### config.mk
export PLATFORM = sky130hd
export DESIGN_NAME = frame_coadder
export DESIGN_NICKNAME = d
export VERILOG_FILES = /design/src/rtl/coadd_pkg.sv /design/src/rtl/coadd_ctrl.sv /design/src/rtl/coadd_mem.sv /design/src/rtl/coadd_rdout.sv /design/src/rtl/frame_coadder.sv
export SDC_FILE = /design/constraint.sdc
export NUM_CORES = 2
export LEC_CHECK = 0
export CAP_MARGIN = 5
export CELL_PAD_IN_SITES_DETAIL_PLACEMENT = 1
export CELL_PAD_IN_SITES_GLOBAL_PLACEMENT = 1
export CORE_ASPECT_RATIO = 0.9
export CORE_MARGIN = 4
export CORE_UTILIZATION = 30
export DETAILED_ROUTE_END_ITERATION = 6
export DONT_BUFFER_PORTS = 1
export PLACE_DENSITY = 0.54
export SKIP_LAST_GASP = 1
export SLEW_MARGIN = 20
export SYNTH_ARGS = -nofsm -noshare
export SYNTH_HDL_FRONTEND = slang
export SYNTH_SLANG_ARGS = --single-unit
### constraint.sdc
create_clock -name clk -period 11.5 [get_ports clk]
set_input_delay 2.875 -clock clk [delete_from_list [all_inputs] [get_ports clk]]
set_output_delay 2.875 -clock clk [all_outputs]
set_load 0.05 [all_outputs]
### src/rtl/coadd_pkg.sv
package coadd_pkg;
    localparam int unsigned NUM_REGIONS = 4;

    typedef logic [1:0] region_t;

    function automatic region_t pick_region(input logic sel, input int unsigned ra,
                                            input int unsigned rb);
        return sel ? region_t'(rb) : region_t'(ra);
    endfunction
endpackage

### src/rtl/coadd_ctrl.sv
module coadd_ctrl
    import coadd_pkg::*;
#(
    parameter int unsigned NPIX  = 16,
    parameter int unsigned CNT_W = 4,
    parameter int unsigned AW    = 4,
    parameter int unsigned REG_A = 0,
    parameter int unsigned REG_B = 1
) (
    input  logic             clk,
    input  logic             rst_n,
    input  logic [CNT_W-1:0] coadd_n,
    input  logic             s_valid,
    input  logic             s_sof,
    input  logic             s_eof,
    output logic             s_ready,
    output logic             wr_en,
    output logic [AW-1:0]    wr_addr,
    output logic             wr_first,
    output region_t          acc_reg,
    output region_t          drn_reg,
    output logic             done
);
    localparam int unsigned PCW = $clog2(NPIX + 1);

    typedef struct packed {
        logic [PCW-1:0]   pix;
        logic [CNT_W-1:0] frm;
        logic [CNT_W-1:0] cnt;
        logic             sel;
        logic             rdy;
    } ctrl_t;

    ctrl_t            st_d, st_q;
    logic             fire, first_frm, is_last, in_range;
    logic [PCW-1:0]   idx;
    logic [CNT_W-1:0] new_cnt, cur_cnt;

    always_comb begin
        st_d      = st_q;
        st_d.rdy  = 1'b1;
        fire      = s_valid && st_q.rdy;
        first_frm = (st_q.frm == '0);
        new_cnt   = (coadd_n == '0) ? CNT_W'(1) : coadd_n;
        cur_cnt   = (first_frm && s_sof) ? new_cnt : st_q.cnt;
        idx       = s_sof ? '0 : st_q.pix;
        in_range  = (idx < PCW'(NPIX));
        is_last   = (st_q.frm == (cur_cnt - CNT_W'(1)));
        wr_en     = fire && in_range;
        wr_addr   = idx[AW-1:0];
        wr_first  = first_frm;
        done      = 1'b0;
        if (fire) begin
            if (first_frm && s_sof) begin
                st_d.cnt = new_cnt;
            end
            st_d.pix = in_range ? (idx + PCW'(1)) : idx;
            if (s_eof) begin
                st_d.pix = '0;
                if (is_last) begin
                    st_d.frm = '0;
                    st_d.sel = ~st_q.sel;
                    done     = 1'b1;
                end else begin
                    st_d.frm = st_q.frm + CNT_W'(1);
                end
            end
        end
    end

    always_ff @(posedge clk or negedge rst_n) begin
        if (!rst_n) begin
            st_q <= '{pix: '0, frm: '0, cnt: CNT_W'(1), sel: 1'b0, rdy: 1'b0};
        end else begin
            st_q <= st_d;
        end
    end

    assign s_ready = st_q.rdy;
    assign acc_reg = pick_region(st_q.sel, REG_A, REG_B);
    assign drn_reg = pick_region(st_q.sel, REG_B, REG_A);
endmodule

### src/rtl/coadd_mem.sv
module coadd_mem
    import coadd_pkg::*;
#(
    parameter int unsigned PIX_W = 16,
    parameter int unsigned SUM_W = 32,
    parameter int unsigned NPIX  = 16,
    parameter int unsigned LANES = 4,
    parameter int unsigned AW    = 4,
    parameter int unsigned LB    = 2,
    parameter int unsigned BW    = 2
) (
    input  logic                   clk,
    input  logic                   rst_n,
    input  logic                   wr_en,
    input  region_t                wr_reg,
    input  logic [AW-1:0]          wr_addr,
    input  logic                   wr_first,
    input  logic [PIX_W-1:0]       wr_data,
    input  region_t                rd_reg,
    input  logic [BW-1:0]          rd_beat,
    output logic [LANES*SUM_W-1:0] rd_data
);
    logic [SUM_W-1:0] mem_d [NUM_REGIONS][NPIX];
    logic [SUM_W-1:0] mem_q [NUM_REGIONS][NPIX];

    always_comb begin
        mem_d = mem_q;
        if (wr_en) begin
            mem_d[wr_reg][wr_addr] = wr_first ? SUM_W'(wr_data)
                                              : mem_q[wr_reg][wr_addr] + SUM_W'(wr_data);
        end
    end

    always_ff @(posedge clk or negedge rst_n) begin
        if (!rst_n) begin
            mem_q <= '{default: '0};
        end else begin
            mem_q <= mem_d;
        end
    end

    for (genvar k = 0; k < LANES; k++) begin : g_lane
        assign rd_data[k*SUM_W +: SUM_W] = mem_q[rd_reg][{rd_beat, LB'(k)}];
    end
endmodule

### src/rtl/coadd_rdout.sv
module coadd_rdout #(
    parameter int unsigned BEATS = 4,
    parameter int unsigned BW    = 2
) (
    input  logic          clk,
    input  logic          rst_n,
    input  logic          start,
    input  logic          m_ready,
    output logic          m_valid,
    output logic          m_last,
    output logic          ovr_err,
    output logic [BW-1:0] rd_beat
);
    typedef struct packed {
        logic          busy;
        logic          ovr;
        logic [BW-1:0] beat;
    } rd_t;

    rd_t  st_d, st_q;
    logic take, fin, at_end;

    always_comb begin
        st_d     = st_q;
        st_d.ovr = 1'b0;
        at_end   = (st_q.beat == BW'(BEATS - 1));
        take     = st_q.busy && m_ready;
        fin      = take && at_end;
        if (take) begin
            st_d.beat = st_q.beat + BW'(1);
            if (fin) begin
                st_d.busy = 1'b0;
            end
        end
        if (start) begin
            st_d.ovr  = st_q.busy && !fin;
            st_d.busy = 1'b1;
            st_d.beat = '0;
        end
    end

    always_ff @(posedge clk or negedge rst_n) begin
        if (!rst_n) begin
            st_q <= '{busy: 1'b0, ovr: 1'b0, beat: '0};
        end else begin
            st_q <= st_d;
        end
    end

    assign m_valid = st_q.busy;
    assign m_last  = st_q.busy && at_end;
    assign ovr_err = st_q.ovr;
    assign rd_beat = st_q.beat;
endmodule

### src/rtl/frame_coadder.sv
module frame_coadder
    import coadd_pkg::*;
#(
    parameter int unsigned PIX_W = 16,
    parameter int unsigned SUM_W = 32,
    parameter int unsigned NPIX  = 16,
    parameter int unsigned CNT_W = 4,
    parameter int unsigned BUS_W = 128,
    parameter int unsigned REG_A = 0,
    parameter int unsigned REG_B = 1
) (
    input  logic             clk,
    input  logic             rst_n,
    input  logic [CNT_W-1:0] coadd_n,
    input  logic             s_valid,
    output logic             s_ready,
    input  logic [PIX_W-1:0] s_data,
    input  logic             s_sof,
    input  logic             s_eof,
    output logic             m_valid,
    input  logic             m_ready,
    output logic [BUS_W-1:0] m_data,
    output logic             m_last,
    output logic             ovr_err
);
    localparam int unsigned LANES = BUS_W / SUM_W;
    localparam int unsigned BEATS = NPIX / LANES;
    localparam int unsigned AW    = $clog2(NPIX);
    localparam int unsigned LB    = $clog2(LANES);
    localparam int unsigned BW    = AW - LB;

    logic          wr_en, wr_first, coadd_done;
    logic [AW-1:0] wr_addr;
    logic [BW-1:0] rd_beat;
    region_t       acc_reg, drn_reg;

    coadd_ctrl #(
        .NPIX(NPIX), .CNT_W(CNT_W), .AW(AW), .REG_A(REG_A), .REG_B(REG_B)
    ) u_ctrl (
        .clk(clk), .rst_n(rst_n), .coadd_n(coadd_n), .s_valid(s_valid),
        .s_sof(s_sof), .s_eof(s_eof), .s_ready(s_ready), .wr_en(wr_en),
        .wr_addr(wr_addr), .wr_first(wr_first), .acc_reg(acc_reg),
        .drn_reg(drn_reg), .done(coadd_done)
    );

    coadd_mem #(
        .PIX_W(PIX_W), .SUM_W(SUM_W), .NPIX(NPIX), .LANES(LANES),
        .AW(AW), .LB(LB), .BW(BW)
    ) u_mem (
        .clk(clk), .rst_n(rst_n), .wr_en(wr_en), .wr_reg(acc_reg),
        .wr_addr(wr_addr), .wr_first(wr_first), .wr_data(s_data),
        .rd_reg(drn_reg), .rd_beat(rd_beat), .rd_data(m_data)
    );

    coadd_rdout #(
        .BEATS(BEATS), .BW(BW)
    ) u_rd (
        .clk(clk), .rst_n(rst_n), .start(coadd_done), .m_ready(m_ready),
        .m_valid(m_valid), .m_last(m_last), .ovr_err(ovr_err), .rd_beat(rd_beat)
    );
endmodule

# [Word-level counts from Yosys, hierarchy flattened]
# Cells that the tools add are included.
[word_totals] register_bits=2067 out_inout_bits=132 in_bits=26 wordCells=156
[op_classes] n_bitwise=8 n_addsub=5 eq_ne=2 muxes=42 n_reduce_logical=17 n_lt_le_gt_ge=10
[op_table] operator="two-way mux 512 bit" n=5
[op_table] operator="binary-select mux 512 bit (select 2 bit)" n=2
[op_table] operator="bitwise mux 2048 bit" n=1
[op_table] operator="demux 512 bit (select 2 bit)" n=1
[op_table] operator="binary-select mux 32 bit (select 4 bit)" n=5
[op_table] operator="two-way mux 32 bit" n=12
[op_table] operator="demux 32 bit (select 4 bit)" n=1
[op_table] operator="adder 32 x 16 -> 32 bit" n=1
[op_table] operator="greater-or-equal comparator 5 bit (second input constant)" n=5
[op_table] operator="NOT 4 -> 5 bit" n=5
[op_table] operator="two-way mux 4 bit" n=4
[op_table] operator="two-way mux 5 bit" n=2
[op_table] operator="logical AND 1 bit" n=9
[op_table] operator="two-way mux 9 bit" n=1
[op_table] operator="logical NOT 4 bit" n=2
[op_table] operator="two-way mux 1 bit" n=7
[op_table] operator="greater-or-equal comparator 3 bit (second input constant)" n=2
[op_table] operator="NOT 1 -> 3 bit" n=2
[op_table] operator="adder 5 x 1 -> 5 bit (second input constant)" n=1
[op_table] operator="less-than comparator 5 x 1 -> 1 bit (second input constant)" n=1
[op_table] operator="less-than comparator 5 bit (second input constant)" n=1
[op_table] operator="adder 4 x 1 -> 4 bit (second input constant)" n=1
[op_table] operator="== test 4 bit" n=1
[op_table] operator="AND reduction 2 bit" n=2
[op_table] operator="other kinds (9)" n=10

# [Depth between registers and ports, before layout]
[depth] word_depth=11 ltp_mapped=28 ltp_nobuf=17

# [By module]
# A second synthesis with hierarchy kept.
[hier_totals] hier_cells=9272 hier_area_um2=107099.0
[modules_own_cells] module="coadd_mem" cells_each=9149 seq_area_each_um2=51249.2 area_per_inst_um2=105899.1 instances=1
[modules_own_cells] module="coadd_ctrl" cells_each=108 seq_area_each_um2=376.6 area_per_inst_um2=1013.5 instances=1
[modules_own_cells] module="coadd_rdout" cells_each=15 seq_area_each_um2=100.1 area_per_inst_um2=186.4 instances=1

# [Worst setup path after synthesis]
# No wires, ideal clock.
[synth_path] kind="input to register" startpoint="input port s_sof" endpoint="register u_mem.mem_q[1210] in the netlist's numbering" t_required_ps=11431 stages=25 path_buffers=10 setup_time_ps=69 setup_slack_ps=2757 arrival_time_ps=8674 path_cell_list="nor2b_1 > buf_4 > buf_2 > buf_2 > buf_1 > clkbuf_1 > clkbuf_1 > clkbuf_1 > mux4_2 > nand2_1 > a21oi_1 > or4_1 > ha_1 > nor2b_1 > o2111ai_1 > a31oi_1 > o21ai_0 > and4_1 > or2_2 > clkbuf_1 > nor4_2 > clkbuf_1 > buf_2 > nand3_1 > nand3_1"
[synth_via] elab_chain_cells=9 word_cells_on_any_way=17 cone_classes="add/sub (1); order compare (3); mux (10); bitwise (1); reduce/logical (2)"
[synth_lines] item="start: declaration" line_no="frame_coadder.sv:18" text="input logic s_sof,"
[synth_lines] item="two-way mux 5 bit (*)" line_no="coadd_ctrl.sv:46" text="idx = s_sof ? '0 : st_q.pix;"
[synth_lines] item="branches (longest 8 deep; another with adder 32 x 16 -> 32 bit)"
[synth_lines] item="end signal: assignment" line_no="coadd_mem.sv:38" text="mem_q <= mem_d;"
[synth_lines] item="end: declaration" line_no="coadd_mem.sv:24" text="logic [SUM_W-1:0] mem_q [NUM_REGIONS][NPIX];"
# Mark *: on every way between the ends. The select of a mux whose other input is x is not followed.
# A chain may end at the register's enable or synchronous reset.

# [Final worst setup path]
[layout_path] startpoint="input port s_sof" endpoint="register u_mem.mem_q[1659] in the netlist's numbering"
# Same word-level chain as after synthesis.

==> results.txt <==
- Status: finished clean
- For the final routed database, the setup TNS stands at 0 ns.
- Net switching is a little over two fifths of the power.
* Overall die area: 201900 um^2
* Buffer cell driving the clock tree root: sky130_fd_sc_hd__clkbuf_16
- Part of the total power dissipated in sequential elements: a little under a third
- TritonCTS clock tree: yes
- Averaged over all synthesized cells, the footprint is around 10 um^2.
- Area occupied by registers: roughly 26000 um^2
* Critical path class: input port to register
- Ratio of cells with drive above 1 in the final layout: 18.74%
- At the worst endpoint, the arrival time is between 9 and 10 ns.
- Hold depth: 2
* Most area-hungry cell type in the Yosys netlist: sky130_fd_sc_hd__dfrtp_1
* Main synth FF type: sky130_fd_sc_hd__dfrtp_1
- The number of slew-limit violations in the final report was 0.
- Tightest Pin Transition: roughly 1.2 ns
- Post-CTS setup-driven buffer insertion count: 0
* Min-Delay Path Class: register to register
- Number of endpoints failing setup at the final stage: 0
- Of all flip-flops after synthesis, the portion carrying an async set or reset was 100.0%.
* CP startpoint kind: input port
* Mapped Cells: between 5k and 6k
- Setup repair after global routing left no endpoint under its margin.
* Fillers: 21.33k
* Number of distinct library cells after synthesis: 73
- # clock sinks: approximately 1.0k
- Reg2Reg Setup Slack: 3.50 ns
- Critical-path maximum fanout: 87
- Critical Path RT: ~12 ns
- No sink is reached through more buffers than the 3 on the longest clock path.
* Post-synth EDFFs: 0
* Total overflow reported by the global router: 0
- Global routing consumed, over all layers together, 25.21% of the routing resources.
* Remaining routing DRC violations: 0
- The floorplan has between 150 and 200 rows.
- Headroom to the max-slew limit came out at a little over a fifth.
- The die is 426.6 um tall.
- Buffers placed on the I/O ports in this run total 0.
- The clock tree synthesis step divided the H-tree into 4 levels.
- The number of antenna violations at the first check in global routing is 10.
- CORE AREA: 193300 um^2
* Post-CTS Hold Buffers: 0
- During I/O placement, the number of pins put on the boundary was about 160.
- In this run the biggest area consumer among cell types represents between 40% and 50% of the synthesized area.
- Maximum number of pins on one net before global-route repair: 200
* Depth of the worst register-to-register path: 17
* Leakage power: between 20 and 30 nW
- Total area of multi-input combinational cells: slightly above 30000 um^2
- The clock arrives with between 0.03 and 0.04 ns of skew.
* First-pass GRT wire length: 370400 um
- DRC marker count from the first detailed-route iteration: roughly 4.3k
* Most used standard cell by instance count after synthesis: sky130_fd_sc_hd__nand2_1
- Capturing element type of the critical path: register
* Total half-perimeter wirelength after legalization and detailed placement: 156100 um
- Startpoint of the lowest-slack hold path: u_ctrl.st_q[4]
* Power dissipated by switching net loads: about 6.0 mW
* Maximum vdd drop: 159.7 uV
- Final Critical Period: 8.503 ns
* Starting density of the core: between 30% and 40%
* Net Count, Synth: 5760
* MaxCap Viol Count: 0
* Clock network power share: about 29%
- Number of flip-flops and latches in the synthesized netlist: around 1.0k
* Sequential fraction of the synthesis area: ~45%
- For this design the ratio of total power to cell area is between 200 and 250 nW/um^2.
- The detailed router placed between 40k and 50k vias in this run.
- P_int: between 8 and 9 mW
- Total Power Consumption: roughly 14 mW
* Layout Area Growth over Synthesis: 12.00%
- The endpoint identified for the worst register-to-register timing path is u_mem.mem_q[1563].
- The final hold violation count came to 0.
- Fraction of the cycle the final worst path needs: roughly 74%
* Source of the worst register-to-register timing path: u_ctrl.st_q[1]
* Number of global-route vias before repair: about 48k
- Netlist area before placement: 58420 um^2
- Clock latency on the worst-skew pair, taken at its later pin, is about 0.8 ns.
- Dividing the detail-routed wire length by the instance count gives 31.68 um.
- The first detailed-routing pass ran for 5 iterations.
- The detail route stage leaves a number of antenna-violating nets equal to 0.
- The Yosys step of the flow raised 0 warnings.
- Based on the critical path, the design can be clocked at up to approximately 120 MHz.
- Measured along the x axis, the die boundary spans 473.1 um.
* CTS clock-pin slew for the worst setup and hold paths: roughly 0.060 ns
- Gates resized during post-CTS repair numbered 0.
- Dividing the detail-routed via count by the number of cells gives 5.867.
- Combinational cells account for between 30 and 40% of the total power.
* Fin nets: ~5.5k
- Sorting the synthesized cells by area gives the leading types as sky130_fd_sc_hd__dfrtp_1, sky130_fd_sc_hd__mux4_2, sky130_fd_sc_hd__nand2_1, sky130_fd_sc_hd__o21ai_0, sky130_fd_sc_hd__mux2i_1.
- Wirelength, routed: between 200000 and 300000 um
- The path with the worst hold slack has its endpoint at u_ctrl.st_q[4].
* Final estimated routing congestion in global placement: around 0.86
- Top cells by count, synth: sky130_fd_sc_hd__nand2_1, sky130_fd_sc_hd__dfrtp_1, sky130_fd_sc_hd__o21ai_0
- In this run, CTS created clock tree buffers numbering 130.
layer usage:
metal | global-route usage (%) | routed length (um)
met4 | 8.249 | 8858
met2 | 38.69 | 114900
met3 | 5.895 | 18640
met5 | 0 | 28
met1 | 35.13 | 113200
critical path: stages:
cell and delay, ns:
sky130_fd_sc_hd__nor2b_4 0.56, sky130_fd_sc_hd__buf_12 0.53, sky130_fd_sc_hd__mux4_2 0.41, sky130_fd_sc_hd__nand2_1 0.09
sky130_fd_sc_hd__a21oi_1 0.08, sky130_fd_sc_hd__or4_1 0.59, sky130_fd_sc_hd__ha_1 0.35, sky130_fd_sc_hd__o21ai_0 0.13
sky130_fd_sc_hd__o21ai_0 0.24, sky130_fd_sc_hd__a31oi_1 0.31, sky130_fd_sc_hd__o31a_1 0.44, sky130_fd_sc_hd__o21a_1 0.26
sky130_fd_sc_hd__a21o_4 0.37, sky130_fd_sc_hd__or4_2 1.16, sky130_fd_sc_hd__or3_1 0.54, sky130_fd_sc_hd__nand3_1 0.10
cell families after synthesis:
| group | count (synthesis) | synth area share (%) |
|---|---|---|
| other cells | 1 | 0.006419 |
| mux | 758 | 22.93 |
| buf+inv | 600 | 4.219 |
| compound gates | 1183 | 11.57 |
| flops | 1043 | 44.68 |
| xor+xnor | 24 | 0.3598 |
| fa+ha+maj | 25 | 0.5483 |
| simple gates | 2075 | 15.68 |
state kept, by name (all words and copies together), names as in the netlist:
register and flops:
u_ctrl.st_q 14, u_ctrl.s_ready 1, u_rd.ovr_err 1, u_rd.m_valid 1
u_rd.rd_beat 2, u_mem.mem_q 1024
power groups by stage:
| stage | clock, mW | combinational (mW) | sequential, mW |
|---|---|---|---|
| final | 4.15 | 5.66 | 4.38 |
| after global routing | 4.39 | 6.08 | 4.43 |
| after floorplan | 0 | 4.01 | 4.24 |
| after detailed placement | 0 | 5.70 | 4.44 |
| after global placement | 0 | 5.55 | 4.43 |
| after CTS | 4.24 | 5.71 | 4.38 |
cell usage in the layout, fill, tap and decap left out, drive strengths merged, types with 36 or more instances in the layout:
cell	n
nand2	1196
dfrtp	1042
o21ai	762
mux4	451
nand3	315
clkbuf	197
nor2	187
mux2i	173
buf	155
mux2	134
a22oi	127
or3	124
a21oi	114
nor3	88
nand4	42
a22o	36
final cells by class:
| class | instances | share of cell area [%] |
|---|---|---|
| Timing Repair Buffer | 155 | 2.081 |
| Clock buffer | 197 | 5.884 |
| Clock inverter | 30 | 0.5240 |
| Inverter | 16 | 0.1071 |
| Sequential cell | 1043 | 39.91 |
| Antenna cell | 6 | 0.02295 |
| Tap cell | 2557 | 4.890 |
| Multi-Input combinational cell | 4066 | 46.58 |
how the worst max path moves through the flow:
stage	startpoint	to	slack, ns
detailed placement	s_sof	u_mem.mem_q[1659]	2.26
floorplan	s_sof	u_mem.mem_q[1210]	2.76
finish	s_sof	u_mem.mem_q[1659]	3.00
CTS	s_sof	u_mem.mem_q[1659]	3.08
global placement	s_sof	u_mem.mem_q[1460]	2.24
global route	s_sof	u_mem.mem_q[1563]	2.82
stage by stage:
| step | setup WS, ns | instances | util (%) | area (um^2) | hold WS (ns) |
|---|---|---|---|---|---|
| CTS | 3.079 | 8063 | 33.81 | 65380 | 0.4853 |
| finish | 2.997 | 8070 | 33.84 | 65430 | 0.4830 |
| detailed placement | 2.263 | 7836 | 31.65 | 61190 | 0.4734 |
| global placement | 2.240 | 7829 | 31.54 | 60980 | 0.4676 |
| global route | 2.819 | 8065 | 33.83 | 65420 | 0.5060 |
| floorplan | 2.757 | 5709 | - | 58420 | 0.4492 |
Note: power is estimated with default switching activity, not from simulation.
